## config.mk

```make
export PLATFORM = sky130hd
export DESIGN_NAME = irq_group_ctrl
export DESIGN_NICKNAME = d
export VERILOG_FILES = /design/src/rtl/irq_grp_pkg.sv /design/src/rtl/irq_evt_reg.sv /design/src/rtl/irq_stop_ctrl.sv /design/src/rtl/irq_line_gen.sv /design/src/rtl/irq_group_ctrl.sv
export SDC_FILE = /design/constraint.sdc
export NUM_CORES = 1
export LEC_CHECK = 0
export BUFFER_PORTS_ARGS = -buffer_cell sky130_fd_sc_hd__buf_2
export CELL_PAD_IN_SITES_DETAIL_PLACEMENT = 1
export CELL_PAD_IN_SITES_GLOBAL_PLACEMENT = 1
export CORE_MARGIN = 2
export CORE_UTILIZATION = 30
export CTS_CLUSTER_DIAMETER = 50
export DETAILED_ROUTE_END_ITERATION = 16
export PLACE_DENSITY_LB_ADDON = 0.1
export SETUP_SLACK_MARGIN = 0.4
export SLEW_MARGIN = 15
export SYNTH_ARGS = -nofsm -noshare
export SYNTH_HDL_FRONTEND = slang
export SYNTH_HIERARCHICAL = 1
export SYNTH_SLANG_ARGS = --single-unit
```

## constraint.sdc

```tcl
create_clock -name clk -period 3.1 [get_ports clk]
set_input_delay 0.155 -clock clk [delete_from_list [all_inputs] [get_ports clk]]
set_output_delay 0.155 -clock clk [all_outputs]
set_load 0.005 [all_outputs]
```

## src/rtl/irq_grp_pkg.sv

```systemverilog
package irq_grp_pkg;
  localparam int unsigned EV_W    = 32;
  localparam int unsigned NUM_GRP = 3;
  localparam int unsigned NUM_DIR = 2;

  typedef logic [EV_W-1:0] ev_vec_t;

  // bit positions the line grouping and stop completion depend on
  localparam int unsigned BIT_RX_FRM  = 7;
  localparam int unsigned BIT_RX_STOP = 8;
  localparam int unsigned BIT_RX_BUF  = 15;
  localparam int unsigned BIT_TX_FRM  = 20;
  localparam int unsigned BIT_TX_BUF  = 22;
  localparam int unsigned BIT_TX_STOP = 23;

  typedef enum logic [1:0] {GRP_TX = 2'd0, GRP_RX = 2'd1, GRP_ERR = 2'd2} grp_e;

  localparam ev_vec_t TX_GRP  = (ev_vec_t'(1) << BIT_TX_FRM) | (ev_vec_t'(1) << BIT_TX_BUF);
  localparam ev_vec_t RX_GRP  = (ev_vec_t'(1) << BIT_RX_FRM) | (ev_vec_t'(1) << BIT_RX_BUF);
  localparam ev_vec_t ERR_GRP = ~(TX_GRP | RX_GRP);

  function automatic ev_vec_t grp_bits(int unsigned g);
    case (g)
      0:       return TX_GRP;
      1:       return RX_GRP;
      default: return ERR_GRP;
    endcase
  endfunction

  // direction 0 = receive, 1 = transmit
  function automatic int unsigned stop_bit(int unsigned d);
    return (d == 0) ? BIT_RX_STOP : BIT_TX_STOP;
  endfunction
endpackage

```

## src/rtl/irq_evt_reg.sv

```systemverilog
module irq_evt_reg
  import irq_grp_pkg::*;
(
  input  logic    clk,
  input  logic    rst_n,
  input  ev_vec_t set_i,
  input  ev_vec_t clr_i,
  output ev_vec_t ev_q_o,
  output ev_vec_t ev_d_o
);
  ev_vec_t ev_q, ev_d;
  logic    ev_en;

  always_comb begin
    ev_en = (|set_i) | (|clr_i);
    ev_d  = (ev_q & ~clr_i) | set_i;   // set has priority over clear
  end

  always_ff @(posedge clk or negedge rst_n) begin
    if (!rst_n)     ev_q <= '0;
    else if (ev_en) ev_q <= ev_d;
  end

  assign ev_q_o = ev_q;
  assign ev_d_o = ev_d;

  p_w1c_clears_r2: assert property (@(posedge clk) disable iff (!rst_n)
    1'b1 |=> ((ev_q & $past(clr_i & ~set_i)) == '0));
  p_w1c_keeps_r2: assert property (@(posedge clk) disable iff (!rst_n)
    1'b1 |=> (($past(ev_q & ~clr_i) & ~ev_q) == '0));
  p_set_wins_r6: assert property (@(posedge clk) disable iff (!rst_n)
    1'b1 |=> ((ev_q & $past(set_i)) == $past(set_i)));
endmodule

```

## src/rtl/irq_stop_ctrl.sv

```systemverilog
module irq_stop_ctrl (
  input  logic clk,
  input  logic rst_n,
  input  logic req_i,
  input  logic idle_i,
  output logic done_o
);
  logic pend_q, pend_d, want;

  always_comb begin
    want   = req_i | pend_q;
    done_o = want & idle_i;
    pend_d = want & ~idle_i;
  end

  always_ff @(posedge clk or negedge rst_n) begin
    if (!rst_n) pend_q <= 1'b0;
    else        pend_q <= pend_d;
  end

  p_done_only_idle_r7: assert property (@(posedge clk) disable iff (!rst_n)
    done_o |-> idle_i);
  p_busy_held_r8: assert property (@(posedge clk) disable iff (!rst_n)
    (req_i && !idle_i) |=> pend_q);
  p_pend_drops_r8: assert property (@(posedge clk) disable iff (!rst_n)
    done_o |=> !pend_q);
endmodule

```

## src/rtl/irq_line_gen.sv

```systemverilog
module irq_line_gen
  import irq_grp_pkg::*;
(
  input  logic               clk,
  input  logic               rst_n,
  input  ev_vec_t            ev_d_i,
  input  ev_vec_t            mask_d_i,
  output logic [NUM_GRP-1:0] irq_o
);
  ev_vec_t active;
  assign active = ev_d_i & mask_d_i;

  for (genvar g = 0; g < NUM_GRP; g++) begin : g_line
    localparam ev_vec_t GM = grp_bits(g);
    logic line_d, line_q;
    assign line_d = |(active & GM);
    always_ff @(posedge clk or negedge rst_n) begin
      if (!rst_n) line_q <= 1'b0;
      else        line_q <= line_d;
    end
    assign irq_o[g] = line_q;
  end
endmodule

```

## src/rtl/irq_group_ctrl.sv

```systemverilog
module irq_group_ctrl
  import irq_grp_pkg::*;
#(
  parameter int unsigned ADDR_W    = 2,
  parameter int unsigned EV_ADDR   = 0,
  parameter int unsigned MASK_ADDR = 1
) (
  input  logic              clk,
  input  logic              rst_n,
  input  logic              reg_wr_i,
  input  logic [ADDR_W-1:0] reg_addr_i,
  input  logic [EV_W-1:0]   reg_wdata_i,
  output logic [EV_W-1:0]   reg_rdata_o,
  input  logic [EV_W-1:0]   ev_pulse_i,
  input  logic              rx_stop_req_i,
  input  logic              rx_idle_i,
  input  logic              tx_stop_req_i,
  input  logic              tx_idle_i,
  output logic              irq_tx_o,
  output logic              irq_rx_o,
  output logic              irq_err_o
);
  localparam logic [ADDR_W-1:0] A_EV   = ADDR_W'(EV_ADDR);
  localparam logic [ADDR_W-1:0] A_MASK = ADDR_W'(MASK_ADDR);

  logic               wr_ev, wr_mask;
  ev_vec_t            clr_vec, set_vec, stop_vec;
  ev_vec_t            ev_q, ev_d, mask_q, mask_d;
  logic [NUM_DIR-1:0] dir_req, dir_idle, dir_done;
  logic [NUM_GRP-1:0] lines;

  assign wr_ev   = reg_wr_i && (reg_addr_i == A_EV);
  assign wr_mask = reg_wr_i && (reg_addr_i == A_MASK);

  assign dir_req  = {tx_stop_req_i, rx_stop_req_i};
  assign dir_idle = {tx_idle_i, rx_idle_i};

  for (genvar d = 0; d < NUM_DIR; d++) begin : g_stop
    irq_stop_ctrl u_stop (
      .clk    (clk),
      .rst_n  (rst_n),
      .req_i  (dir_req[d]),
      .idle_i (dir_idle[d]),
      .done_o (dir_done[d])
    );
  end

  always_comb begin
    stop_vec = '0;
    for (int d = 0; d < NUM_DIR; d++) stop_vec[stop_bit(d)] = dir_done[d];
    set_vec  = ev_pulse_i | stop_vec;
    clr_vec  = wr_ev ? reg_wdata_i : '0;
    mask_d   = wr_mask ? reg_wdata_i : mask_q;
  end

  irq_evt_reg u_evt (
    .clk    (clk),
    .rst_n  (rst_n),
    .set_i  (set_vec),
    .clr_i  (clr_vec),
    .ev_q_o (ev_q),
    .ev_d_o (ev_d)
  );

  always_ff @(posedge clk or negedge rst_n) begin
    if (!rst_n)       mask_q <= '0;
    else if (wr_mask) mask_q <= mask_d;
  end

  irq_line_gen u_lines (
    .clk      (clk),
    .rst_n    (rst_n),
    .ev_d_i   (ev_d),
    .mask_d_i (mask_d),
    .irq_o    (lines)
  );

  assign irq_tx_o  = lines[GRP_TX];
  assign irq_rx_o  = lines[GRP_RX];
  assign irq_err_o = lines[GRP_ERR];

  always_comb begin
    if (reg_addr_i == A_EV)        reg_rdata_o = ev_q;
    else if (reg_addr_i == A_MASK) reg_rdata_o = mask_q;
    else                           reg_rdata_o = '0;
  end

  p_mask_load_r3: assert property (@(posedge clk) disable iff (!rst_n)
    wr_mask |=> (mask_q == $past(reg_wdata_i)));
  p_tx_line_r4: assert property (@(posedge clk) disable iff (!rst_n)
    irq_tx_o == (|(ev_q & mask_q & TX_GRP)));
  p_rx_line_r4: assert property (@(posedge clk) disable iff (!rst_n)
    irq_rx_o == (|(ev_q & mask_q & RX_GRP)));
  p_err_line_r5: assert property (@(posedge clk) disable iff (!rst_n)
    irq_err_o == (|(ev_q & mask_q & ERR_GRP)));
  p_reset_low_r1: assert property (@(posedge clk)
    !rst_n |-> (!irq_tx_o && !irq_rx_o && !irq_err_o));
endmodule

```

Word level (Yosys, flattened, before mapping)
Cells that the tools add are included.
{"block": "op_classes", "n_eq_ne": 1, "mux": 4, "bitwise": 14, "n_reduce_logical": 8}
{"op": "32-bit 2-to-1 mux", "n": 4}
{"op": "32-bit AND", "n": 2}
{"op": "32-bit OR reduction", "n": 2}
{"op": "32-bit inverter", "n": 1}
{"op": "32-bit by 24-bit OR with 32-bit output", "n": 1}
{"op": "32-bit OR", "n": 1}
{"op": "28-bit OR reduction", "n": 1}
{"op": "1-bit AND", "n": 4}
{"op": "2-bit OR reduction", "n": 2}
{"op": "1-bit OR", "n": 3}
{"op": "2-bit by 1-bit == test with 1-bit output, second input constant", "n": 1}
{"op": "1-bit logical AND", "n": 2}
{"op": "2-bit zero test", "n": 1}
{"op": "1-bit inverter", "n": 2}
{"block": "word_totals", "regBits": 69, "inputBits": 73, "out_inout_bits": 35, "wordCells": 34}

Depth between registers and ports, before layout
{"block": "logic_depth", "depth_word": 8, "ltp_mapped": 9, "ltp_nobuf": 7}

Cells and area by module
The synthesis kept the hierarchy.
{"mod": "irq_group_ctrl", "n_inst": 1, "cells_per_inst": 214, "area_each_um2": 2565.0}
{"mod": "irq_evt_reg", "n_inst": 1, "cells_per_inst": 128, "area_each_um2": 1401.3}
{"mod": "irq_line_gen", "n_inst": 1, "cells_per_inst": 27, "area_each_um2": 255.2}
{"mod": "irq_stop_ctrl", "n_inst": 2, "cells_per_inst": 3, "area_each_um2": 42.5}

Worst setup path after synthesis
OpenSTA, ideal clock, no wires.
{"block": "synth_timing", "path_kind": "input to register", "start": "input reg_addr_i[0]", "end": "register u_lines.g_line[2].line_q", "setup_ps": 139, "arrival_time_ps": 1880, "required_ps": 2961, "setup_slack_ps": 1081, "cell_stages": 9, "path_buffers": 2, "cell_sequence": "buf_2 nor3b_2 clkbuf_1 and2_1 inv_1 a21o_1 a22oi_1 nand4_1 or4_1"}
{"block": "synth_between", "elab_chain_cells": 8, "word_cells_on_any_way": 11}
{"item": "start: declaration", "line": "irq_group_ctrl.sv:11", "rtl": "input logic [ADDR_W-1:0] reg_addr_i,"}
{"item": "2-bit zero test", "line": "irq_group_ctrl.sv:32", "rtl": "assign wr_ev = reg_wr_i && (reg_addr_i == A_EV);"}
{"item": "1-bit logical AND", "line": "irq_group_ctrl.sv:32"}
{"item": "32-bit 2-to-1 mux", "line": "irq_group_ctrl.sv:52", "rtl": "clr_vec = wr_ev ? reg_wdata_i : '0;"}
{"item": "via clr_vec[14]", "line": "irq_group_ctrl.sv:27", "rtl": "ev_vec_t clr_vec, set_vec, stop_vec;"}
{"item": "32-bit inverter", "line": "irq_evt_reg.sv:16", "rtl": "ev_d = (ev_q & ~clr_i) | set_i;"}
{"item": "32-bit AND", "line": "irq_evt_reg.sv:16"}
{"item": "32-bit OR", "line": "irq_evt_reg.sv:16"}
{"item": "via ev_d[14]", "line": "irq_group_ctrl.sv:28", "rtl": "ev_vec_t ev_q, ev_d, mask_q, mask_d;"}
{"item": "32-bit AND", "line": "irq_line_gen.sv:11", "rtl": "assign active = ev_d_i & mask_d_i;"}
{"item": "28-bit OR reduction", "line": "irq_line_gen.sv:16", "rtl": "assign line_d = |(active & GM);"}
{"item": "via u_lines.g_line[2].line_d", "line": "irq_line_gen.sv:15", "rtl": "logic line_d, line_q;"}
{"item": "end signal: assignment", "line": "irq_line_gen.sv:19", "rtl": "else line_q <= line_d;"}
{"item": "end: declaration", "line": "irq_line_gen.sv:15"}
The timed path passes the listed nets, and every way through them passes these cells.
A chain may end at the register's enable or synchronous reset.

Worst setup path in the final report
{"block": "layout_timing", "start": "register g_stop[1].u_stop.pend_q", "end": "register u_lines.g_line[2].line_q"}
{"block": "layout_between", "elab_chain_cells": 6}
{"item": "start: declaration", "line": "irq_stop_ctrl.sv:8", "rtl": "logic pend_q, pend_d, want;"}
{"item": "start signal: assignment", "line": "irq_stop_ctrl.sv:18", "rtl": "else pend_q <= pend_d;"}
{"item": "1-bit OR", "line": "irq_stop_ctrl.sv:11", "rtl": "want = req_i | pend_q;"}
{"item": "1-bit AND", "line": "irq_stop_ctrl.sv:12", "rtl": "done_o = want & idle_i;"}
{"item": "via dir_done[1]", "line": "irq_group_ctrl.sv:29", "rtl": "logic [NUM_DIR-1:0] dir_req, dir_idle, dir_done;"}
{"item": "32-bit by 24-bit OR with 32-bit output", "line": "irq_group_ctrl.sv:51", "rtl": "set_vec = ev_pulse_i | stop_vec;"}
{"item": "via set_vec[23]", "line": "irq_group_ctrl.sv:27"}
{"item": "32-bit OR", "line": "irq_evt_reg.sv:16"}
{"item": "via ev_d[23]", "line": "irq_group_ctrl.sv:28"}
{"item": "32-bit AND", "line": "irq_line_gen.sv:11"}
{"item": "28-bit OR reduction", "line": "irq_line_gen.sv:16"}
{"item": "via u_lines.g_line[2].line_d", "line": "irq_line_gen.sv:15"}
The timed path passes the listed nets, and every way through them passes these cells.

==> flow_summary.toml <==
[logic_synthesis]
yosysUniqueCellTypes = 23
yosys_warnings = 6
synth_fa_ha_area_frac = 0
ys_ff_latch = 69
muxShareOfSynthArea = 0.294
synth.top_cell.area_share = 0.401
syn_avg_cell_area_um2 = 11.5
synth_top_family_by_area = "multiplexers"
synth_top_cell_by_area = "dfrtp_1"
yosys.area_share.simple = 0.0918
synth_compound_area_frac = 0.149
synth-xor-area-share = 0
syn-instance-count = 375
synthesis.area_um2 = 4310
seq_area_frac_synth = 0.401
synth_area_leaders = "dfrtp_1 40%, mux2_4 21%, a21o_1 11%"
syn_nets = 448

[layout]
diodes = 0
final_cell_area_um2 = 5370
final_util = 0.386
finalNonFillerCells = 673
area_delta_synth_final_pct = 24.8
fin_nets = 563
drive_above_1_share = 0.391
final_cell_mix = "106 x buf_2, 69 x dfrtp_1, 64 x a21o_1"
final_common_cell = "buf_2"

[floorplanning]
core_area_um2 = 13900
start_util = 0.309
dieArea_um2 = 15300
fp-row-count = 43
die_y_um = 124
io_pins = 108
die_w_um = 124

[clock_network]
clock-root-buffer = "clkbuf_16"
htreeDepth = 3
cts_tree = "done"
clkLatencyLatePin_ns = 0.34
clkSlewWorstSetupHoldPaths_ns = 0.06
numClockSinks = 69
cts_hold_buf = 8
ctsResizeCount = 0
clockBufferDepth = 2
postCtsSetupBuffers = 0
cts_buffers = 9

[critical_path]
crit_slowest_cell = "or4_1"
worstSetupStartpoint = "g_stop[1].u_stop/pend_q"
ff2ff_setup_slack_ns = 1.03
required_ns = 3.31
path_buf_inv = 0
start_kind = "flop"
crit_chain = "o21a_1, or2_2, a21o_1, a22oi_1, nand4_1, or4_1"
end_kind = "flop"
critical_path.top_delay_family = "simple AND/OR/NAND/NOR gates"
r2r-end = "u_lines/g_line[2].line_q"
critPathKind = "flop to flop"
cpPeakStageDelay_ns = 0.54
cp_max_fo = 2
reg2regPathDepth = 6
worst-endpoint-arrival_ns = 2.28
reg2reg_from = "g_stop[1].u_stop/pend_q"

[global_routing]
grt_pass1_vias = 3360
grt-ovfl-total = 0
grt_use_met2 = 0.249
grt.busiest_layer = "met2"
grt.met3_usage = 0.0577
grtUsageTotal = 0.156
grt_pass1_wl_mm = 17.6
antenna_found_initial = 1
use_met1 = 0.200
grt_max_degree = 70

[pwr]
powerDensity_nw_per_um2 = 505
p_sw_uw = 699
p_int_uw = 2010
leakage_uw = 0.00260
p_sw_frac = 0.258
clkPwrFrac = 0.374
seqPwrFrac = 0.400
peakVddDrop_uv = 264
pwr-share-comb = 0.226

[routing]
ant_nets = 0
drtPass1Iterations = 4
drt_iter0_drc = 60
wl_per_cell_um = 16.9
routed-via-count = 3156
drc = 0
drt-total-wl_mm = 11.4
drt-vias-per-instance = 4.69

[sta]
worst_slew_pin_slew_ns = 0.958
clock_skew_ns = 0.00417
slew_violations = 0
rsz0062_at_grt = "no"
max_freq_mhz = 484
worst_hold_slack_ns = -0.0367
setup_viol = 0
timing.final.crit_share = 0.667
timing.final.hold_violations = 44
fin_setup_tns_ns = 0
slew_headroom = 0.361
finalCriticalPeriod_ns = 2.07

[placement]
io_buffer_count = 107
placed_area_um2 = 5000
place_congestion = 0.731
dp_cells = 650
place_hpwl_mm = 8.13

[run_status]
outcome = "complete, but fails checks"
violations = "negative hold slack"

[run]
maxCapViolations = 0

[min_path]
hold_class = "input port to asynchronous set/reset pin"
[power groups by stage]
stage | logic [uW] | registers (uW) | clock network, uW
finish | 612 | 1080 | 1020
global route | 675 | 1100 | 1100
CTS | 627 | 1080 | 1060
detailed placement | 616 | 1100 | 0
global placement | 608 | 1090 | 0
floorplan | 425 | 1070 | 0
[per-layer routing]
metal,part of all wire,up-vias
met3,0.059,15
met1,0.47,1542
met2,0.46,72
met5,0.0011,-
met4,0.010,2
li1,-,1525
[registers in the layout, indices dropped and copies added (netlist names)]
name / cells
u_lines/g_line.line_q: 3
g_stop.u_stop/pend_q: 2
u_evt/ev_q_o: 32
mask_q: 32
[logic make-up after synthesis]
family / after synthesis
compound gates: 84
buf+inv: 53
flops: 69
mux: 96
simple gates: 73
[final cells by class]
class / count / area (um^2)
Inverter: 32 / 120
Multi-Input combinational cell: 253 / 2310
Timing Repair Buffer: 125 / 708
Sequential cell: 69 / 1730
Fill cell: 1527 / 8560
Tap cell: 180 / 225
Clock buffer: 12 / 246
Clock inverter: 2 / 35.0
[per-stage QoR]
stage,hold slack [ns],setup WS [ns],power [uW]
global placement,0.350,0.736,1700
floorplan,-0.141,1.08,1500
detailed placement,0.353,0.715,1720
CTS,0.00228,0.986,2770
global route,0.00560,0.896,2870
finish,-0.0367,1.03,2710
[how the worst max path moves through the flow]
stage	end	slack, ns	cells after the start
2_1_floorplan	u_lines/g_line[2].line_q	1.08	9
3_3_place_gp	u_lines/g_line[2].line_q	0.74	7
3_5_place_dp	u_lines/g_line[2].line_q	0.72	9
4_1_cts	u_lines/g_line[2].line_q	0.99	6
5_1_grt	u_lines/g_line[2].line_q	0.90	6
6_report	u_lines/g_line[2].line_q	1.03	6
[cell usage after synthesis]
cell,n
dfrtp_1,69
o21a_1,2
nor2_1,32
a22oi_2,1
clkbuf_1,6
nand3b_4,1
or2_2,2
inv_1,32
mux2i_1,32
and2_1,32
mux2_4,60
nor3b_2,1
buf_2,4
a21o_1,64
nand4_1,3
buf_6,8
nand2_1,1
o21ba_1,2
a22oi_1,13
buf_4,3
or4_1,1
a22o_1,2
mux2_1,4
Note: power is estimated with default switching activity, not from simulation.
